===== src/rtl/dmem_pkg.sv =====
package dmem_pkg;
  typedef logic [7:0] byte_t;
  typedef enum logic [2:0] {
    SRC_NONE = 3'd0,
    SRC_BYTE = 3'd1,
    SRC_BIT  = 3'd2,
    SRC_REG  = 3'd3,
    SRC_PUSH = 3'd4
  } wr_src_e;
endpackage


===== src/rtl/dmem_array.sv =====
module dmem_array #(
  parameter int unsigned DEPTH = 128,
  parameter int unsigned NRD   = 4,
  localparam int unsigned AW   = $clog2(DEPTH)
) (
  input  logic              clk_i,
  input  logic              rst_ni,
  input  logic              we_i,
  input  logic [AW-1:0]     waddr_i,
  input  logic [7:0]        wdata_i,
  input  logic [NRD*AW-1:0] raddr_i,
  output logic [NRD*8-1:0]  rdata_o
);
  logic [7:0] mem_q [DEPTH];

  always_ff @(posedge clk_i or negedge rst_ni) begin
    if (!rst_ni) begin
      for (int i = 0; i < DEPTH; i++) mem_q[i] <= '0;
    end else if (we_i) begin
      mem_q[waddr_i] <= wdata_i;
    end
  end

  for (genvar g = 0; g < NRD; g++) begin : g_rd
    assign rdata_o[g*8 +: 8] = mem_q[raddr_i[g*AW +: AW]];
  end

  assert_write_lands_R1: assert property (@(posedge clk_i) disable iff (!rst_ni)
    we_i |=> (mem_q[$past(waddr_i)] == $past(wdata_i)));
endmodule


===== src/rtl/dmem_stack_ptr.sv =====
module dmem_stack_ptr #(
  parameter int unsigned DEPTH  = 128,
  parameter int unsigned SP_RST = 7,
  localparam int unsigned AW    = $clog2(DEPTH)
) (
  input  logic          clk_i,
  input  logic          rst_ni,
  input  logic          push_i,
  input  logic          pop_i,
  output logic [7:0]    sp_o,
  output logic [AW-1:0] push_addr_o,
  output logic [AW-1:0] top_addr_o,
  output logic          wrap_o
);
  logic [AW-1:0] sp_q;
  logic          wrap_q;
  logic          at_top, at_bot;

  assign at_top      = (sp_q == {AW{1'b1}});
  assign at_bot      = (sp_q == '0);
  assign push_addr_o = sp_q + 1'b1;
  assign top_addr_o  = sp_q;
  assign sp_o        = 8'(sp_q);
  assign wrap_o      = wrap_q;

  always_ff @(posedge clk_i or negedge rst_ni) begin
    if (!rst_ni) begin
      sp_q   <= AW'(SP_RST);
      wrap_q <= 1'b0;
    end else if (push_i) begin
      sp_q   <= sp_q + 1'b1;
      if (at_top) wrap_q <= 1'b1;
    end else if (pop_i) begin
      sp_q   <= sp_q - 1'b1;
      if (at_bot) wrap_q <= 1'b1;
    end
  end

  assert_sp_in_range_R9: assert property (@(posedge clk_i) disable iff (!rst_ni)
    int'(sp_o) < DEPTH);
  assert_wrap_sticky_R9: assert property (@(posedge clk_i) disable iff (!rst_ni)
    wrap_o |=> wrap_o);
  assert_push_inc_R7: assert property (@(posedge clk_i) disable iff (!rst_ni)
    (push_i && !pop_i) |=> (top_addr_o == AW'($past(top_addr_o) + 1'b1)));
  assert_pop_dec_R7: assert property (@(posedge clk_i) disable iff (!rst_ni)
    (pop_i && !push_i) |=> (top_addr_o == AW'($past(top_addr_o) - 1'b1)));
  assert_push_wins_R8: assert property (@(posedge clk_i) disable iff (!rst_ni)
    (push_i && pop_i) |=> (top_addr_o == AW'($past(top_addr_o) + 1'b1)));
endmodule


===== src/rtl/dmem_wr_arb.sv =====
module dmem_wr_arb
  import dmem_pkg::*;
#(
  parameter int unsigned DEPTH = 128,
  localparam int unsigned AW   = $clog2(DEPTH)
) (
  input  logic          push_req_i,
  input  logic [AW-1:0] push_addr_i,
  input  logic [7:0]    push_data_i,
  input  logic          reg_req_i,
  input  logic [AW-1:0] reg_addr_i,
  input  logic [7:0]    reg_data_i,
  input  logic          bit_set_i,
  input  logic          bit_clr_i,
  input  logic [AW-1:0] bit_byte_addr_i,
  input  logic [2:0]    bit_pos_i,
  input  logic [7:0]    bit_cur_i,
  input  logic          byte_req_i,
  input  logic [AW-1:0] byte_addr_i,
  input  logic [7:0]    byte_data_i,
  output logic          we_o,
  output logic [AW-1:0] waddr_o,
  output logic [7:0]    wdata_o,
  output wr_src_e       src_o
);
  logic [7:0] mask, rmw;

  assign mask = 8'b1 << bit_pos_i;
  // set dominates clear
  assign rmw  = bit_set_i ? (bit_cur_i | mask) : (bit_cur_i & ~mask);

  always_comb begin
    src_o   = SRC_NONE;
    waddr_o = '0;
    wdata_o = '0;
    if (push_req_i) begin
      src_o = SRC_PUSH; waddr_o = push_addr_i; wdata_o = push_data_i;
    end else if (reg_req_i) begin
      src_o = SRC_REG; waddr_o = reg_addr_i; wdata_o = reg_data_i;
    end else if (bit_set_i || bit_clr_i) begin
      src_o = SRC_BIT; waddr_o = bit_byte_addr_i; wdata_o = rmw;
    end else if (byte_req_i) begin
      src_o = SRC_BYTE; waddr_o = byte_addr_i; wdata_o = byte_data_i;
    end
  end
  assign we_o = (src_o != SRC_NONE);
endmodule


===== src/rtl/dmem_banked_top.sv =====
module dmem_banked_top
  import dmem_pkg::*;
#(
  parameter int unsigned DEPTH     = 128,
  parameter int unsigned REGS      = 8,
  parameter int unsigned BANKS     = 4,
  parameter int unsigned BIT_BASE  = 32,
  parameter int unsigned BIT_BYTES = 16,
  parameter int unsigned SP_RST    = 7,
  localparam int unsigned AW       = $clog2(DEPTH),
  localparam int unsigned RIW      = $clog2(REGS),
  localparam int unsigned BKW      = $clog2(BANKS),
  localparam int unsigned BAW      = $clog2(BIT_BYTES) + 3,
  localparam int unsigned NRD      = 4
) (
  input  logic           clk_i,
  input  logic           rst_ni,
  input  logic [7:0]     byte_addr_i,
  input  logic           byte_we_i,
  input  logic [7:0]     byte_wdata_i,
  output logic [7:0]     byte_rdata_o,
  input  logic [BKW-1:0] reg_bank_i,
  input  logic [RIW-1:0] reg_idx_i,
  input  logic           reg_we_i,
  input  logic [7:0]     reg_wdata_i,
  output logic [7:0]     reg_rdata_o,
  input  logic [BAW-1:0] bit_addr_i,
  input  logic           bit_set_i,
  input  logic           bit_clr_i,
  output logic           bit_val_o,
  input  logic           push_i,
  input  logic [7:0]     push_data_i,
  input  logic           pop_i,
  output logic [7:0]     pop_data_o,
  output logic [7:0]     sp_o,
  output logic           sp_wrap_o
);
  logic              byte_in_range;
  logic [AW-1:0]     byte_a, reg_a, bit_a, push_a, top_a, wr_a;
  logic [2:0]        bit_pos;
  logic [NRD*AW-1:0] rd_addr;
  logic [NRD*8-1:0]  rd_data;
  logic [7:0]        bit_byte, wr_d;
  logic              wr_en;
  wr_src_e           wr_src;

  assign byte_in_range = int'(byte_addr_i) < DEPTH;
  assign byte_a  = byte_addr_i[AW-1:0];
  assign reg_a   = AW'(int'(reg_bank_i) * REGS + int'(reg_idx_i));
  assign bit_a   = AW'(BIT_BASE + int'(bit_addr_i[BAW-1:3]));
  assign bit_pos = bit_addr_i[2:0];

  assign rd_addr = {top_a, bit_a, reg_a, byte_a};

  dmem_stack_ptr #(.DEPTH(DEPTH), .SP_RST(SP_RST)) u_sp (
    .clk_i, .rst_ni, .push_i, .pop_i,
    .sp_o, .push_addr_o(push_a), .top_addr_o(top_a), .wrap_o(sp_wrap_o)
  );

  dmem_wr_arb #(.DEPTH(DEPTH)) u_arb (
    .push_req_i(push_i), .push_addr_i(push_a), .push_data_i,
    .reg_req_i(reg_we_i), .reg_addr_i(reg_a), .reg_data_i(reg_wdata_i),
    .bit_set_i, .bit_clr_i, .bit_byte_addr_i(bit_a), .bit_pos_i(bit_pos),
    .bit_cur_i(bit_byte),
    .byte_req_i(byte_we_i && byte_in_range), .byte_addr_i(byte_a),
    .byte_data_i(byte_wdata_i),
    .we_o(wr_en), .waddr_o(wr_a), .wdata_o(wr_d), .src_o(wr_src)
  );

  dmem_array #(.DEPTH(DEPTH), .NRD(NRD)) u_mem (
    .clk_i, .rst_ni, .we_i(wr_en), .waddr_i(wr_a), .wdata_i(wr_d),
    .raddr_i(rd_addr), .rdata_o(rd_data)
  );

  assign byte_rdata_o = byte_in_range ? rd_data[0 +: 8] : 8'h00;
  assign reg_rdata_o  = rd_data[8 +: 8];
  assign bit_byte     = rd_data[16 +: 8];
  assign bit_val_o    = bit_byte[bit_pos];
  assign pop_data_o   = rd_data[24 +: 8];

  assert_hi_write_dropped_R2: assert property (@(posedge clk_i) disable iff (!rst_ni)
    (byte_we_i && !byte_in_range) |-> (wr_src != SRC_BYTE));
  assert_push_first_R10: assert property (@(posedge clk_i) disable iff (!rst_ni)
    push_i |-> (wr_src == SRC_PUSH));
  assert_reg_over_bit_R10: assert property (@(posedge clk_i) disable iff (!rst_ni)
    (!push_i && reg_we_i) |-> (wr_src == SRC_REG));
  assert_bit_isolated_R5: assert property (@(posedge clk_i) disable iff (!rst_ni)
    (wr_src == SRC_BIT) |=> (!$stable(bit_addr_i) ||
      (((bit_byte ^ $past(bit_byte)) & ~(8'b1 << bit_pos)) == 8'h00)));
  assert_one_bit_moves_R5: assert property (@(posedge clk_i) disable iff (!rst_ni)
    (wr_src == SRC_BIT) |=> (!$stable(bit_addr_i) ||
      $countones(bit_byte ^ $past(bit_byte)) <= 1));
endmodule


===== config.mk =====
export PLATFORM = sky130hd
export DESIGN_NAME = dmem_banked_top
export DESIGN_NICKNAME = d
export VERILOG_FILES = /design/src/rtl/dmem_pkg.sv /design/src/rtl/dmem_array.sv /design/src/rtl/dmem_stack_ptr.sv /design/src/rtl/dmem_wr_arb.sv /design/src/rtl/dmem_banked_top.sv
export SDC_FILE = /design/constraint.sdc
export NUM_CORES = 2
export LEC_CHECK = 0
export ABC_AREA = 0
export BUFFER_PORTS_ARGS = -buffer_cell sky130_fd_sc_hd__buf_4
export CAP_MARGIN = 25
export CORE_MARGIN = 1
export CORE_UTILIZATION = 54
export CTS_BUF_LIST = sky130_fd_sc_hd__clkbuf_4 sky130_fd_sc_hd__clkbuf_8 sky130_fd_sc_hd__clkbuf_16
export CTS_CLUSTER_DIAMETER = 200
export DETAILED_ROUTE_END_ITERATION = 10
export HOLD_SLACK_MARGIN = 0.06
export MAX_ROUTING_LAYER = met4
export PLACE_DENSITY = 0.7
export SLEW_MARGIN = 20
export SYNTH_ARGS = -nofsm -noshare
export SYNTH_HDL_FRONTEND = slang
export SYNTH_SLANG_ARGS = --single-unit

===== constraint.sdc =====
create_clock -name clk_i -period 11.6 [get_ports clk_i]
set_input_delay 2.32 -clock clk_i [delete_from_list [all_inputs] [get_ports clk_i]]
set_output_delay 2.32 -clock clk_i [all_outputs]
set_load 0.005 [all_outputs]

==> metrics.yaml <==
sta:
  worst_slack_ns: 3.35
  fin_skew_ns: 0.0309
  totalNegativeSetupSlack_ns: 0
  min_period_ns: 8.25
  finalCritPeriodShare_pct: 71.2
  grt_setup_unrepaired: "false"
  drv_slew: 0
  setup_viol: 0
  finalHoldViolations: 0
  slew_headroom_pct: 20.5
  worst_pin_slew_ns: 1.18
  fmax_ghz: 0.121
setup_path:
  crit_path_end_kind: "primary output"
  rr_worst_depth: 8
  critical_path.max_fanout: 53
  criticalPathCategory: "input pin to primary output"
  critPathLaunchType: "input pin"
  timing.rr.start: "u_sp.top_addr_o[3]"
  timing.rr.end: "u_mem.mem_q[417]"
  cp.required_ns: 9.28
  worstPathArrival_ns: 5.93
  rrSetupSlack_ns: 6.01
global_route:
  grt_max_degree: 158
  grt_overflow: 0
  grt_use_total_pct: 34.6
  antenna_found_initial: 6
  grt_pass1_wl_um: 278000
  grt_pass1_vias: 39938
hold_path:
  min_to: "u_mem.mem_q[407]"
  holdPathStages: 1
  hold_path.class: "flop to flop"
  hp-start: "u_mem.mem_q[407]"
floorplan:
  ios: 86
  row_count: 122
  dieWidth_um: 337
  core-area_sq_um: 111000
  fp.dieArea_sq_um: 114000
  fp.dieH_um: 337
  start_util_pct: 54.7
layout:
  drive_above_1_share_pct: 52.8
  nets: 3994
  fill_cells: 8590
  stdcell_area_sq_um: 66500
  syn2layout_area_growth_pct: 9.54
logic_synthesis:
  ys.flop_type: "dfrtp_1"
  synth_fa_ha_area_share_pct: 0.0618
  yosysWarnings: 0
  synth-compound-area-share_pct: 3.57
  synthSimpleGateAreaFrac_pct: 4.55
  synth_cells: 4060
  synth_top_family_by_area: "multiplexers"
  yosysTopAreaCell: "dfrtp_1"
  synth.mux.area_fraction_pct: 46.2
  synth_seq_cells: 1032
  synth_edf_count: 0
  synth_xor_xnor_area_share_pct: 0.130
  synth_area_leaders: "dfrtp_1 (42%), mux4_2 (23%), mux2_2 (18%)"
  yosysTopAreaCellShare_pct: 42.4
  yosysSeqAreaShare_pct: 42.5
  synth_nets: 4115
  ys_types: 86
  synthArstFlopShare_pct: 100
  syn_area_sq_um: 60800
  syn_area_per_cell_sq_um: 15.0
cts:
  clock_latency_ns: 0.72
  htree_num_levels: 3
  post_cts_buffers: 0
  cts_resized: 0
  cts_tree: "built"
  cts.sinks: 1032
  ctsHoldBuffers: 0
  path_clk_slew_ns: 0.06
  cts.path.max_buffers: 3
  cts_made_buffers: 114
  clock_tree.root_cell: "clkbuf_16"
power:
  irDropWorstVdd_v: 0.000229
  p_leak_nw: 29.5
  p_per_area_nw_per_um2: 240
detailed_routing:
  wire_per_inst_um: 33.9
  drtIter0Drc: 4837
  viasPerCell: 7.20
  drcViolationCount: 0
  detail_route.first_pass.iterations: 6
  vias: 39794
  routed_wl_um: 188000
  postRouteAntennaNets: 0
run:
  max_cap_viol_count: 0
place:
  place_ws_ns: 3.35
  place_area_sq_um: 62400
  hpwl_um: 121000
  portBuffers: 84
  place_congestion: 0.929
run_status:
  outcome: "finished, final reports clean"
power by group:
part | internal (mW) | leakage (nW) | switching (mW)
registers | 4.75 | 13.9 | 1.14
clock network | 2.31 | 2.02 | 1.56
logic | 3.23 | 13.6 | 2.96
total | 10.3 | 29.5 | 5.66
how the worst max path moves through the flow:
stage          cells past startpoint               to  slack, ns            from
2_1_floorplan                      8  byte_rdata_o[6]       4.50  byte_addr_i[0]
3_3_place_gp                       9  byte_rdata_o[7]       3.35  byte_addr_i[1]
3_5_place_dp                       8  byte_rdata_o[6]       3.35  byte_addr_i[0]
4_1_cts                            8  byte_rdata_o[6]       3.36  byte_addr_i[0]
5_1_grt                            8  byte_rdata_o[6]       3.17  byte_addr_i[0]
6_report                           8  byte_rdata_o[6]       3.35  byte_addr_i[0]
worst max-delay path: stages:
cell and delay [ns]:
buf_8 0.44, buf_4 0.75, mux4_2 0.60, a22o_1 0.24, a221oi_1 0.35, o22ai_1 0.18, or4_1 0.71, buf_4 0.22
through the flow:
stage / total power [mW] / util, % / instances / hold slack [ns]
floorplan: 9.90 / - / 4060 / 0.467
global placement: 11.8 / 56.1 / 5303 / 0.495
detailed placement: 12.0 / 56.1 / 5305 / 0.502
CTS: 15.9 / 59.8 / 5516 / 0.516
global route: 16.5 / 59.9 / 5526 / 0.536
finish: 15.9 / 59.9 / 5527 / 0.519
flip-flops by register name, summed over array words and instances, names as in the netlist:
name	cells
u_mem.mem_q	1024
u_sp.top_addr_o	7
u_sp.wrap_o	1
routing by layer:
| layer | global-route usage, % | vias to the layer above | part of all wire (%) | routed length [um] |
|---|---|---|---|---|
| met5 | - | - | 0 | 0 |
| met4 | 14.5 | 0 | 4.7 | 8790 |
| met3 | 7.60 | 489 | 9.1 | 17000 |
| met2 | 51.1 | 2063 | 46 | 87100 |
| met1 | 46.5 | 21417 | 40 | 74700 |
| li1 | - | 15825 | - | - |
cell type report:
class                           instances  area, sq um  share of cell area (%)
Clock inverter                         43          544                   0.818
Tap cell                             1488         1860                    2.80
Timing Repair Buffer                  164         1470                    2.20
Inverter                               18         68.8                   0.103
Antenna cell                            5         12.5                  0.0188
Clock buffer                          168         3470                    5.21
Multi-Input combinational cell       2609        33300                    50.0
Sequential cell                      1032        25800                    38.8
cells in the mapped netlist, types with 9 or more instances:
master / n
nand3_4: 18
o211ai_1: 18
mux2_4: 88
o21ai_0: 15
mux2_2: 948
nor2b_1: 30
inv_1: 13
buf_2: 112
buf_4: 15
a2bb2oi_1: 11
mux4_2: 613
o221ai_1: 18
or3_1: 9
dfrtp_1: 1029
buf_1: 52
a21oi_1: 41
nor2_1: 38
nand4_1: 10
nand2b_1: 23
mux2i_1: 217
nand3b_1: 15
nand3_2: 38
nand2_1: 86
a22oi_1: 70
nand3_1: 74
a31oi_1: 36
nor3_1: 23
clkbuf_1: 218
and3_1: 32
kinds of logic after synthesis:
| kind of cell | after synthesis |
|---|---|
| buffers and inverters | 419 |
| and+or+nand+nor | 432 |
| DFF | 1032 |
| muxes | 1874 |
| xor gates and xnor gates | 9 |
| AOI/OAI and AO/OA | 290 |
| adders and majority gates | 3 |
| other | 1 |
layout by cell type, fill, tap and decap left out, drive strengths merged, types with 23 or more instances in the layout:
cell type,synthesis,routed
nor2,38,38
a22oi,71,71
clkinv,3,32
nor2b,30,30
a31oi,36,36
nor3,24,24
nand3,130,130
clkbuf,218,168
dfrtp,1029,1029
mux4,613,613
a21oi,41,41
nand2,88,88
buf,183,164
mux2i,217,217
and3,32,32
mux2,1044,1044
nand2b,23,23
No activity file was read; power rests on OpenSTA's default activity.
